--- config.mk ---
export PLATFORM = sky130hd
export DESIGN_NAME = ocmp_flag_unit
export DESIGN_NICKNAME = d
export VERILOG_FILES = /design/src/rtl/ocmp_pkg.sv /design/src/rtl/ocmp_datapath.sv /design/src/rtl/ocmp_control.sv /design/src/rtl/ocmp_flag_unit.sv
export SDC_FILE = /design/constraint.sdc
export NUM_CORES = 1
export LEC_CHECK = 0
export ABC_AREA = 1
export ABC_CLOCK_PERIOD_IN_PS = 800
export BUFFER_PORTS_ARGS = -buffer_cell sky130_fd_sc_hd__buf_2
export CORE_AREA = 2 2 39 41
export CTS_CLUSTER_SIZE = 24
export DETAILED_ROUTE_END_ITERATION = 8
export DIE_AREA = 0 0 41 43
export GPL_ROUTABILITY_DRIVEN = 0
export HOLD_SLACK_MARGIN = 0.1
export PLACE_DENSITY = 0.46
export SYNTH_ARGS = -nofsm -noshare
export SYNTH_HDL_FRONTEND = slang
export SYNTH_SLANG_ARGS = --single-unit
--- constraint.sdc ---
create_clock -name clk -period 0.8 [get_ports clk]
set_clock_uncertainty 0.15 [all_clocks]
set_input_delay 0.12 -clock clk [delete_from_list [all_inputs] [get_ports clk]]
set_output_delay 0.12 -clock clk [all_outputs]
set_load 0.02 [all_outputs]
--- src/rtl/ocmp_pkg.sv ---
package ocmp_pkg;
  localparam int CNT_W = 8;

  typedef struct packed {
    logic setFlag;
    logic clrFlag;
  } ocStrobe_t;
endpackage

--- src/rtl/ocmp_datapath.sv ---
module ocmp_datapath
  import ocmp_pkg::*;
#(
  parameter int W = CNT_W
) (
  input  logic         clk,
  input  logic         rstN,
  input  logic [W-1:0] count,
  input  logic [W-1:0] cmpVal,
  input  logic         topIn,
  input  logic         bottomIn,
  input  ocStrobe_t    strobe,
  output logic         match,
  output logic         topOut,
  output logic         bottomOut,
  output logic         flagQ
);
  logic [W-1:0] bitEq;

  // per-bit equality, reduced below
  for (genvar i = 0; i < W; i++) begin : g_eq
    assign bitEq[i] = ~(count[i] ^ cmpVal[i]);
  end

  assign match     = &bitEq;
  assign topOut    = topIn;
  assign bottomOut = bottomIn;

  // set has priority over clear
  always_ff @(posedge clk or negedge rstN) begin
    if (!rstN)               flagQ <= 1'b0;
    else if (strobe.setFlag) flagQ <= 1'b1;
    else if (strobe.clrFlag) flagQ <= 1'b0;
  end

  AST_FLAG_RESET: assert property (@(posedge clk) !rstN |=> !flagQ);
endmodule

--- src/rtl/ocmp_control.sv ---
module ocmp_control
  import ocmp_pkg::*;
(
  input  logic      clk,
  input  logic      rstN,
  input  logic      tick,
  input  logic      match,
  input  logic      flagQ,
  input  logic      localIrqEn,
  input  logic      globalIrqEn,
  input  logic      irqAck,
  input  logic      flagWrEn,
  input  logic      flagWrData,
  output ocStrobe_t strobe,
  output logic      irqReq
);
  logic swClear;

  assign swClear        = flagWrEn & flagWrData;
  assign strobe.setFlag = tick & match;
  assign strobe.clrFlag = irqAck | swClear;
  assign irqReq         = flagQ & localIrqEn & globalIrqEn;

  AST_SET_ON_TICK: assert property (@(posedge clk) disable iff (!rstN)
    (tick && match) |=> flagQ);
  AST_NO_SET_IDLE: assert property (@(posedge clk) disable iff (!rstN)
    (!tick && !flagQ) |=> !flagQ);
  AST_ACK_CLEARS: assert property (@(posedge clk) disable iff (!rstN)
    (irqAck && !(tick && match)) |=> !flagQ);
  AST_WR0_KEEPS: assert property (@(posedge clk) disable iff (!rstN)
    (flagQ && !irqAck && !(flagWrEn && flagWrData)) |=> flagQ);
  AST_SET_WINS: assert property (@(posedge clk) disable iff (!rstN)
    (tick && match && (irqAck || swClear)) |=> flagQ);
endmodule

--- src/rtl/ocmp_flag_unit.sv ---
module ocmp_flag_unit
  import ocmp_pkg::*;
#(
  parameter int W = CNT_W
) (
  input  logic         clk,
  input  logic         rstN,
  input  logic         tick,
  input  logic [W-1:0] count,
  input  logic [W-1:0] cmpVal,
  input  logic         topIn,
  input  logic         bottomIn,
  input  logic         localIrqEn,
  input  logic         globalIrqEn,
  input  logic         irqAck,
  input  logic         flagWrEn,
  input  logic         flagWrData,
  output logic         matchOut,
  output logic         topOut,
  output logic         bottomOut,
  output logic         cmpFlag,
  output logic         irqReq
);
  ocStrobe_t strobe;

  ocmp_datapath #(.W(W)) dp_i (
    .clk(clk), .rstN(rstN), .count(count), .cmpVal(cmpVal),
    .topIn(topIn), .bottomIn(bottomIn), .strobe(strobe),
    .match(matchOut), .topOut(topOut), .bottomOut(bottomOut),
    .flagQ(cmpFlag)
  );

  ocmp_control ctl_i (
    .clk(clk), .rstN(rstN), .tick(tick), .match(matchOut),
    .flagQ(cmpFlag), .localIrqEn(localIrqEn), .globalIrqEn(globalIrqEn),
    .irqAck(irqAck), .flagWrEn(flagWrEn), .flagWrData(flagWrData),
    .strobe(strobe), .irqReq(irqReq)
  );
endmodule

# ---- Word-level counts from Yosys, hierarchy flattened
# Cells that the tools add are included.
dict set report word_totals {
  inputBits 26
  ff_bits 1
}
dict set report op_classes {
  mux 2
  n_reduce_logical 2
  bitwise_logic 21
}
# op count
set op_table {}
lappend op_table {{NOT 1 bit} 8}
lappend op_table {{AND reduction 8 bit} 1}
lappend op_table {{bitwise XOR 1 bit} 8}
lappend op_table {{AND 1 bit} 4}
lappend op_table {{two-way mux 1 bit} 2}
lappend op_table {{nonzero test 2 bit} 1}
lappend op_table {{OR 1 bit} 1}

# ---- Logic depth before layout (Yosys ltp)
# Gate-level depths: netlist of run 1.
dict set report logic_depth {
  ltp_word 5
  ltp_mapped 7
}

# ---- Cells and area by module
# A second synthesis of run 1 with hierarchy kept.
dict set report hier_totals {
  hier_cells 57
  hier_area_um2 249.0
}
# module seq_area_each_um2 instances area_per_inst_um2 cells_per_inst
set by_module_without_submodules {}
lappend by_module_without_submodules {ocmp_datapath 25.0 1 216.5 49}
lappend by_module_without_submodules {ocmp_control 0.0 1 32.5 8}

# ---- Least setup slack after synthesis of run 1
# No wires, ideal clock.
dict set report synth_path {
  path_type {flip-flop to output port}
  startpoint {register dp_i.flagQ}
  endpoint {output irqReq}
  stages_incl_launch_ff 2
  n_path_buf 0
  arrival_ps 739
  required_time_ps 530
  path_slack_ps -209
  path_cell_list {dfrtp_1 and3_1}
}
dict set report synth_via {
  elab_chain_cells 2
}
# element line
set synth_rtl {}
lappend synth_rtl {{start: declaration} ocmp_datapath.sv:16} ;# output logic flagQ
lappend synth_rtl {{start signal: assignment} ocmp_datapath.sv:31} ;# if (!rstN) flagQ <= 1'b0;
lappend synth_rtl {{start signal: assignment} ocmp_datapath.sv:32} ;# else if (strobe.setFlag) flagQ <= 1'b1;
lappend synth_rtl {{start signal: assignment} ocmp_datapath.sv:33} ;# else if (strobe.clrFlag) flagQ <= 1'b0;
lappend synth_rtl {{AND 1 bit (2 in a row)} ocmp_control.sv:22} ;# assign irqReq = flagQ & localIrqEn & globalIrqEn;
lappend synth_rtl {{end: declaration} ocmp_flag_unit.sv:22} ;# output logic irqReq
# No other way between the ends.

# ---- Worst setup path in the final report of run 1
dict set report layout_path {
  startpoint {input count[6]}
  endpoint {output matchOut}
}
dict set report layout_via {
  elab_chain_cells 3
}
# element line
set layout_rtl {}
lappend layout_rtl {{start: declaration} ocmp_flag_unit.sv:9} ;# input logic [W-1:0] count,
lappend layout_rtl {{bitwise XOR 1 bit} ocmp_datapath.sv:22} ;# assign bitEq[i] = ~(count[i] ^ cmpVal[i]);
lappend layout_rtl {{NOT 1 bit} ocmp_datapath.sv:22}
lappend layout_rtl {{AND reduction 8 bit} ocmp_datapath.sv:25} ;# assign match = &bitEq;
lappend layout_rtl {{end: declaration} ocmp_flag_unit.sv:18} ;# output logic matchOut,
# No other way between the ends.

==> flow_summary_export.csv, run 1 <==
group,metric,value,unit
yosys,synth_area,198,µm²
yosys,synth.avg_cell_area,5.65,µm²
pwr,peakVddDrop,148,µV
timing,slew_headroom,92.7,%
pwr,p_int,171,µW
setup_path,worstPathArrival,0.79,ns
place,numPortBuffers,26,
setup_path,path_class,"primary input to primary output",
floorplanning,die_x,41,µm
place,place_hpwl,437,µm
yosys,ys_seq_area_share,12.7,%
timing,rsz0062_at_grt,"yes",
timing,period_share,133,%
setup_path,cp_num_buf_inv,2,
global_route,antenna_found_initial,0,
routing,ant_nets,0,
routing,wl_per_cell,6.83,µm
pwr,p_clk_share,0,%
timing,layout_setup_ws,-0.260,ns
floorplanning,die-area,1760,µm²
setup_path,critical-path-top-delay-family,"simple AND/OR/NAND/NOR gates",
yosys,synth_fp_nets,61,
layout,finalNetCount,90,
yosys,syn_inst,35,
routing,first_iter_violations,0,
min_path,hp-start,"bottomIn",
yosys,synth.area.top_cells,"nand2_1, xnor2_1, dfrtp_1, inv_1, buf_4",
layout,syn2layout_area_growth,143,%
routing,dr.pass1.iters,1,
timing,fin_setup_tns,-0.586,ns
pwr,power.switching,62.9,µW
floorplanning,ioPinCount,31,
place,placed_area,372,µm²
timing,fmax,943,MHz
pwr,p_leak,0.275,nW
floorplanning,core,1380,µm²
pwr,swShare,26.9,%
global_route,first_global_vias,236,
layout,reg_top3,"dp_i.flagQ: 1 flops",
yosys,async_flop_share,100,%
global_route,grt_usage,5.51,%
pwr,power_frac_comb,77.8,%
layout,stdcell_area,480,µm²
setup_path,required,0.53,ns
yosys,yosys.area.top_type,"nand2_1",
floorplanning,die_y,43,µm
yosys,ys_ff_latch,1,
routing,drc,0,
min_path,min_path_type,"primary input to primary output",
clock_tree,ctsHoldBuffers,1,
yosys,yosysUniqueCellTypes,11,
timing,setup_viol,3,
status,status,"finished with violations",
timing,worst_slew_pin_slew,0.110,ns
yosys,yosysTopAreaCellShare,28.5,%
setup_path,cpPeakStageDelay,0.15,ns
layout,regMostFlops,"dp_i.flagQ",
yosys,yosys-top-cells-count,"nand2_1, inv_1, xnor2_1",
yosys,synth_edf_count,0,
flow_run,cap_violations,0,
pwr,power_density,487,nW/µm²
timing,hold_violations,0,
setup_path,path_common_cell,"buf_6",
setup_path,worst_path_max_delay_cell,"and2_4",
floorplanning,start_util,14.3,%
pwr,p_total,234,µW
yosys,yosys_warnings,0,
global_route,grt_overflow_total,0,
timing,period_needed,1.06,ns
floorplanning,placementRows,14,
routing,num_vias,290,
status,failed_checks,"setup timing",
global_route,grt_start_max_net_pins,4,
routing,avgViaCountPerCell,3.72,
timing,final_max_slew_viol_count,0,
routing,wirelength,533,µm
setup_path,setup.worst_path.start,"count[6]",
setup_path,worstPathCellList,"buf_6 -> xnor2_2 -> nand2_1 -> nor2_2 -> and2_4 -> buf_6",
layout,largest_reg_flops,1,
yosys,yosysMostFrequentCell,"nand2_1",
yosys,ys.flop_type,"dfrtp_1",
global_route,grt_pass1_wl,745,µm
clock_tree,insertion_delay,0,ns
timing,hold_ws,0.0900,ns
layout,drive_gt1_share,69.4,%
setup_path,critPathMaxFanout,2,
setup_path,worstSetupStartpointType,"primary input",
layout,insertedDiodeCount,0,
setup_path,cp-end-kind,"primary output",
setup_path,reg2reg_from,"dp_i.flagQ",
pwr,seqPwrFrac,22.2,%
layout,utilization,34.7,%
-- per-layer routing --
metal	track usage, %	vias up	wire, µm
li1	-	154	-
met4	0	0	0
met2	13.1	19	286
met3	0	0	79
met5	0	-	0
met1	4.15	117	167
-- cell families after synthesis --
group	share of synthesized area (%)
xor gates and xnor gates	22.2
DFF	12.7
buffers and inverters	19.0
and+or+nand+nor	46.2
-- power by group through the flow --
stage | Combinational [mW] | Clock [mW] | Sequential [mW]
final | 0.182 | 0 | 0.0519
after detailed placement | 0.134 | 0 | 0.0518
after global routing | 0.201 | 0 | 0.0519
after floorplan | 0.0739 | 0 | 0.0521
after CTS | 0.169 | 0 | 0.0519
after global placement | 0.133 | 0 | 0.0518
-- cell usage in the layout (no fill, tap or decap) --
cell,synthesis,final
inv_1,6,2
buf_4,2,2
inv_2,0,4
dlygate4sd3_1,0,1
and2_4,0,1
buf_2,0,15
and3_4,0,1
dfrtp_2,0,1
nand2_1,15,15
nand3_2,0,1
xnor2_2,0,5
nor2_2,1,2
buf_6,0,11
nand3b_1,1,1
-- cell type report --
cell class	instances	area [µm²]
fillers	152	903
repair buffers	29	224
multi-input cells	26	188
flip-flops and latches	1	26.3
inverters	6	22.5
well taps	16	20.0
-- metrics by stage --
step / instances / setup WS, ns
2_1_floorplan: 35 / -0.105
3_3_place_gp: 77 / -0.341
3_5_place_dp: 77 / -0.345
4_1_cts: 78 / -0.276
5_1_grt: 78 / -0.332
6_report: 78 / -0.260
-- worst register-to-register path: stages (launching register included) --
cell,delay [ns]
dfrtp_2,0.39
nand3b_1,0.09
nand2_1,0.05
-- worst paths after layout --
path / cells after the start / endpoint / slack (ns)
hold / removal: 0 / bottomOut / 0.09
max in group asynchronous: 2 / dp_i.flagQ / 0.12
setup reg to reg: 2 / dp_i.flagQ / -0.01
setup / recovery: 6 / matchOut / -0.26
hold reg to reg: 2 / dp_i.flagQ / 0.39
min in group asynchronous: 2 / dp_i.flagQ / 0.29
-- repair_timing --
item | CTS | global route
resized for setup | 15 | 8
pin swaps | 9 | 10
buffers inserted | 0 | 0
setup endpoints to repair | 4 | 4
hold endpoints to repair | 3 | 2
(Power assumes the default switching activity.)
==> inputs of run 2 (changes only) <==
--- a/config.mk
+++ b/config.mk
@@ -14,7 +14,7 @@
 export DIE_AREA = 0 0 41 43
 export GPL_ROUTABILITY_DRIVEN = 0
 export HOLD_SLACK_MARGIN = 0.1
-export PLACE_DENSITY = 0.46
+export PLACE_DENSITY = 0.6
 export SYNTH_ARGS = -nofsm -noshare
 export SYNTH_HDL_FRONTEND = slang
 export SYNTH_SLANG_ARGS = --single-unit
==> flow_summary_export.csv, run 2 (synthesized netlist as in run 1, its figures left out) <==
group,metric,value,unit
layout,regMostFlops,"dp_i.flagQ",
layout,reg_top3,"dp_i.flagQ: 1 flops",
setup_path,reg2reg_slack,-0.01,ns
floorplanning,die_y,43,µm
setup_path,worstRegToRegCells,2,
routing,dr.pass1.iters,1,
flow_run,cap_violations,0,
timing,setup_viol,3,
layout,syn2layout_area_growth,142,%
clock_tree,insertion_delay,0,ns
place,numPortBuffers,26,
setup_path,reg2reg_from,"dp_i.flagQ",
layout,utilization,34.6,%
setup_path,worstPathArrival,0.79,ns
setup_path,cp-end-kind,"primary output",
layout,insertedDiodeCount,0,
timing,period_share,132,%
floorplanning,die_x,41,µm
clock_tree,ctsHoldBuffers,1,
min_path,holdPathStages,0,
timing,worst_slew_pin_slew,0.120,ns
pwr,peakVddDrop,171,µV
global_route,grt_pass1_wl,814,µm
layout,drive_gt1_share,69.4,%
setup_path,path_class,"primary input to primary output",
global_route,grt_start_max_net_pins,4,
pwr,p_leak,0.271,nW
place,place_ws,-0.346,ns
min_path,min_to,"bottomOut",
floorplanning,start_util,14.3,%
min_path,hp-start,"bottomIn",
global_route,antenna_found_initial,0,
floorplanning,ioPinCount,31,
layout,instances_no_fill,78,
timing,rsz0062_at_grt,"yes",
setup_path,r2r-end,"dp_i.flagQ",
routing,wl_per_cell,7.40,µm
routing,wirelength,577,µm
layout,final_cell_mix,"nand2_1, buf_2, buf_6",
pwr,power_density,487,nW/µm²
timing,fmax,946,MHz
routing,avgViaCountPerCell,3.78,
place,dp.cells,76,
global_route,first_global_vias,255,
routing,first_iter_violations,0,
global_route,grt_overflow_total,0,
status,status,"finished with violations",
layout,finalNetCount,90,
min_path,min_path_type,"primary input to primary output",
layout,largest_reg_flops,1,
status,failed_checks,"setup timing",
timing,period_needed,1.06,ns
floorplanning,die-area,1760,µm²
setup_path,critPathMaxFanout,2,
setup_path,worstSetupStartpointType,"primary input",
layout,final_common_cell,"nand2_1",
setup_path,required,0.53,ns
timing,final_max_slew_viol_count,0,
timing,hold_violations,0,
routing,ant_nets,0,
timing,layout_setup_ws,-0.257,ns
routing,drc,0,
global_route,grt_usage,6.31,%
place,place_hpwl,469,µm
floorplanning,core,1380,µm²
timing,slew_headroom,92.0,%
routing,num_vias,295,
floorplanning,placementRows,14,
[run 2: power by group]
group	switching, mW	internal [mW]
registers	0.000156	0.0517
clock network	0	0
logic	0.0621	0.119
[run 2: area by class of cell]
type,count,area (µm²)
fill,145,905
inverter,6,22.5
sequential,1,26.3
timing repair buffer,29,230
multi-input combinational,26,180
tap,16,20.0
[run 2: worst max path at each step]
stage,to,cells after the start,from,slack [ns]
after global routing,matchOut,6,count[4],-0.32
after global placement,matchOut,8,count[0],-0.33
after detailed placement,matchOut,6,cmpVal[4],-0.35
final,matchOut,6,count[6],-0.26
after floorplan,irqReq,1,dp_i.flagQ,-0.10
after CTS,matchOut,6,count[2],-0.27
[run 2: critical path, stage by stage]
cell and delay (ns):
buf_6 0.09, xnor2_2 0.13, nand2_1 0.08, nor2_2 0.12
and2_4 0.15, buf_6 0.11
[run 2: timing repair]
item / CTS / global route
gates resized for setup: 17 / 7
endpoints found under the hold margin: 3 / 2
setup endpoints to repair: 4 / 4
pin swaps: 10 / 10
setup buffers: 1 / 0
[run 2: per-layer routing]
layer  part of all wire, %  wire, µm  vias up  track usage [%]
li1                      -         -      154                -
met1                    28       161      124             5.11
met2                    60       349       17             14.7
met3                    11        66        0                0
met4                     0         0        0                0
met5                     0         0        -                0
[run 2: metrics by stage]
stage | total power [mW] | instance area [µm²] | TNS (ns) | hold slack, ns
after floorplan | 0.126 | 221 | -0.200 | -0.326
after global placement | 0.181 | 364 | -0.681 | -0.254
after detailed placement | 0.184 | 364 | -0.704 | -0.254
after CTS | 0.220 | 454 | -0.594 | 0.0901
after global routing | 0.253 | 479 | -0.723 | 0.0901
final | 0.233 | 479 | -0.567 | 0.0902
==> inputs of run 3 (changes only) <==
--- a/config.mk
+++ b/config.mk
@@ -6,7 +6,7 @@
 export NUM_CORES = 1
 export LEC_CHECK = 0
 export ABC_AREA = 1
-export ABC_CLOCK_PERIOD_IN_PS = 800
+export ABC_CLOCK_PERIOD_IN_PS = 1150
 export BUFFER_PORTS_ARGS = -buffer_cell sky130_fd_sc_hd__buf_2
 export CORE_AREA = 2 2 39 41
 export CTS_CLUSTER_SIZE = 24
@@ -14,7 +14,7 @@
 export DIE_AREA = 0 0 41 43
 export GPL_ROUTABILITY_DRIVEN = 0
 export HOLD_SLACK_MARGIN = 0.1
-export PLACE_DENSITY = 0.6
+export PLACE_DENSITY = 0.58
 export SYNTH_ARGS = -nofsm -noshare
 export SYNTH_HDL_FRONTEND = slang
 export SYNTH_SLANG_ARGS = --single-unit
==> constraint.sdc (replaced) <==
create_clock -name clk -period 1.15 [get_ports clk]
set_clock_uncertainty 0.15 [all_clocks]
set_input_delay 0.1725 -clock clk [delete_from_list [all_inputs] [get_ports clk]]
set_output_delay 0.1725 -clock clk [all_outputs]
set_load 0.02 [all_outputs]
==> flow_summary_export.csv, run 3 (synthesized netlist as in run 1, its figures left out) <==
group,metric,value,unit
status,status,"finished with violations",
status,failed_checks,"setup timing",
setup_path,setup.worst_path.start,"count[4]",
layout,fill_cells,153,
min_path,min_path_type,"primary input to primary output",
global_route,gr-usage-met3,0.524,%
global_route,use_met2,11.3,%
layout,stdcell_area,389,µm²
layout,reg_top3,"dp_i.flagQ: 1 flops",
setup_path,cpPeakStageDelay,0.15,ns
floorplanning,die_x,41,µm
setup_path,worstPathArrival,0.87,ns
pwr,seqPwrFrac,26.9,%
routing,wirelength,529,µm
routing,avgViaCountPerCell,3.59,
timing,rsz0062_at_grt,"yes",
floorplanning,ioPinCount,31,
routing,first_iter_violations,2,
pwr,p_clk_share,0,%
timing,period_needed,1.19,ns
routing,dr.pass1.iters,4,
pwr,p_int,97.1,µW
setup_path,cp-end-kind,"primary output",
floorplanning,die-area,1760,µm²
layout,utilization,28.1,%
place,place_ws,-0.100,ns
routing,ant_nets,0,
setup_path,reg2reg_from,"dp_i.flagQ",
place,numPortBuffers,26,
setup_path,cp_num_buf_inv,2,
floorplanning,die_y,43,µm
timing,layout_setup_ws,-0.0427,ns
global_route,grt_start_max_net_pins,4,
timing,worst_slew_pin_slew,0.125,ns
global_route,grt_usage,5.60,%
setup_path,critical-path-top-delay-family,"simple AND/OR/NAND/NOR gates",
timing,period_share,104,%
global_route,grt_util_met1,6.03,%
layout,drive_gt1_share,53.2,%
pwr,swShare,27.6,%
timing,fmax,838,MHz
setup_path,critPathMaxFanout,2,
layout,insertedDiodeCount,0,
global_route,antenna_found_initial,0,
global_route,grt_pass1_wl,759,µm
global_route,grt_overflow_total,0,
layout,finalNetCount,90,
global_route,grt_busiest_layer,"met2",
pwr,p_total,134,µW
setup_path,worstPathCellList,"buf_6 -> xnor2_2 -> nand2_1 -> nor2_2 -> and2_4 -> buf_6",
pwr,power.switching,36.9,µW
layout,final_cell_mix,"buf_2, nand2_1, inv_1",
floorplanning,core,1380,µm²
setup_path,path_class,"primary input to primary output",
pwr,power_frac_comb,73.1,%
global_route,first_global_vias,232,
layout,final_common_cell,"buf_2",
place,placed_area,340,µm²
setup_path,worstSetupStartpointType,"primary input",
routing,num_vias,280,
floorplanning,placementRows,14,
layout,syn2layout_area_growth,96.8,%
timing,final_max_slew_viol_count,0,
setup_path,required,0.83,ns
place,place_hpwl,476,µm
timing,hold_ws,0.195,ns
setup_path,worst_path_max_delay_cell,"and2_4",
layout,regMostFlops,"dp_i.flagQ",
flow_run,cap_violations,0,
min_path,hp-start,"bottomIn",
routing,wl_per_cell,6.78,µm
timing,setup_viol,1,
pwr,p_leak,0.246,nW
pwr,peakVddDrop,92.7,µV
routing,drc,0,
timing,slew_headroom,91.6,%
clock_tree,insertion_delay,0,ns
layout,largest_reg_flops,1,
setup_path,path_common_cell,"buf_6",
timing,hold_violations,0,
pwr,power_density,344,nW/µm²
floorplanning,start_util,14.3,%
==> run 3: final cells by class <==
cell class / instances / area (µm²) / area share (%)
Timing Repair Buffer: 29 / 174 / 44.7
Inverter: 6 / 22.5 / 5.79
Sequential cell: 1 / 25.0 / 6.43
Tap cell: 16 / 20.0 / 5.14
Multi-Input combinational cell: 26 / 148 / 37.9
==> run 3: layer usage <==
metal  vias to the layer above  routed length [µm]
li1                        155                   -
met2                        18                 278
met5                         -                   0
met1                       107                 159
met3                         0                  91
met4                         0                   0
==> run 3: repair_timing <==
item	4_1_cts	5_1_grt
gates resized for setup	4	4
pin swaps	3	4
setup endpoints to repair	1	1
hold buffers	1	0
hold endpoints to repair	1	0
setup buffers	0	1
==> run 3: path summary, 6_finish.rpt <==
path                              end  slack, ns  cells past startpoint
setup / recovery             matchOut      -0.04                      6
min in group asynchronous  dp_i.flagQ       0.34                      2
hold / removal              bottomOut       0.20                      0
setup reg to reg           dp_i.flagQ       0.38                      2
hold reg to reg            dp_i.flagQ       0.37                      2
max in group asynchronous  dp_i.flagQ       0.43                      2
==> run 3: worst reg2reg max path: stages (launching register included) <==
cell	delay [ns]
dfrtp_1	0.36
nand3b_1	0.09
nand2_1	0.05
==> run 3: stage by stage <==
stage	setup TNS, ns	std cells
4_1_cts	-0.0499	77
2_1_floorplan	0	35
5_1_grt	-0.105	78
3_5_place_dp	-0.100	76
3_3_place_gp	-0.0811	76
6_report	-0.0427	78
==> run 3: power groups by stage <==
| stage | Sequential [mW] | Combinational [mW] | Clock, mW |
|---|---|---|---|
| after floorplan | 0.0362 | 0.0466 | 0 |
| after global placement | 0.0360 | 0.0826 | 0 |
| after detailed placement | 0.0360 | 0.0849 | 0 |
| after CTS | 0.0360 | 0.0912 | 0 |
| after global routing | 0.0361 | 0.109 | 0 |
| final | 0.0360 | 0.0980 | 0 |
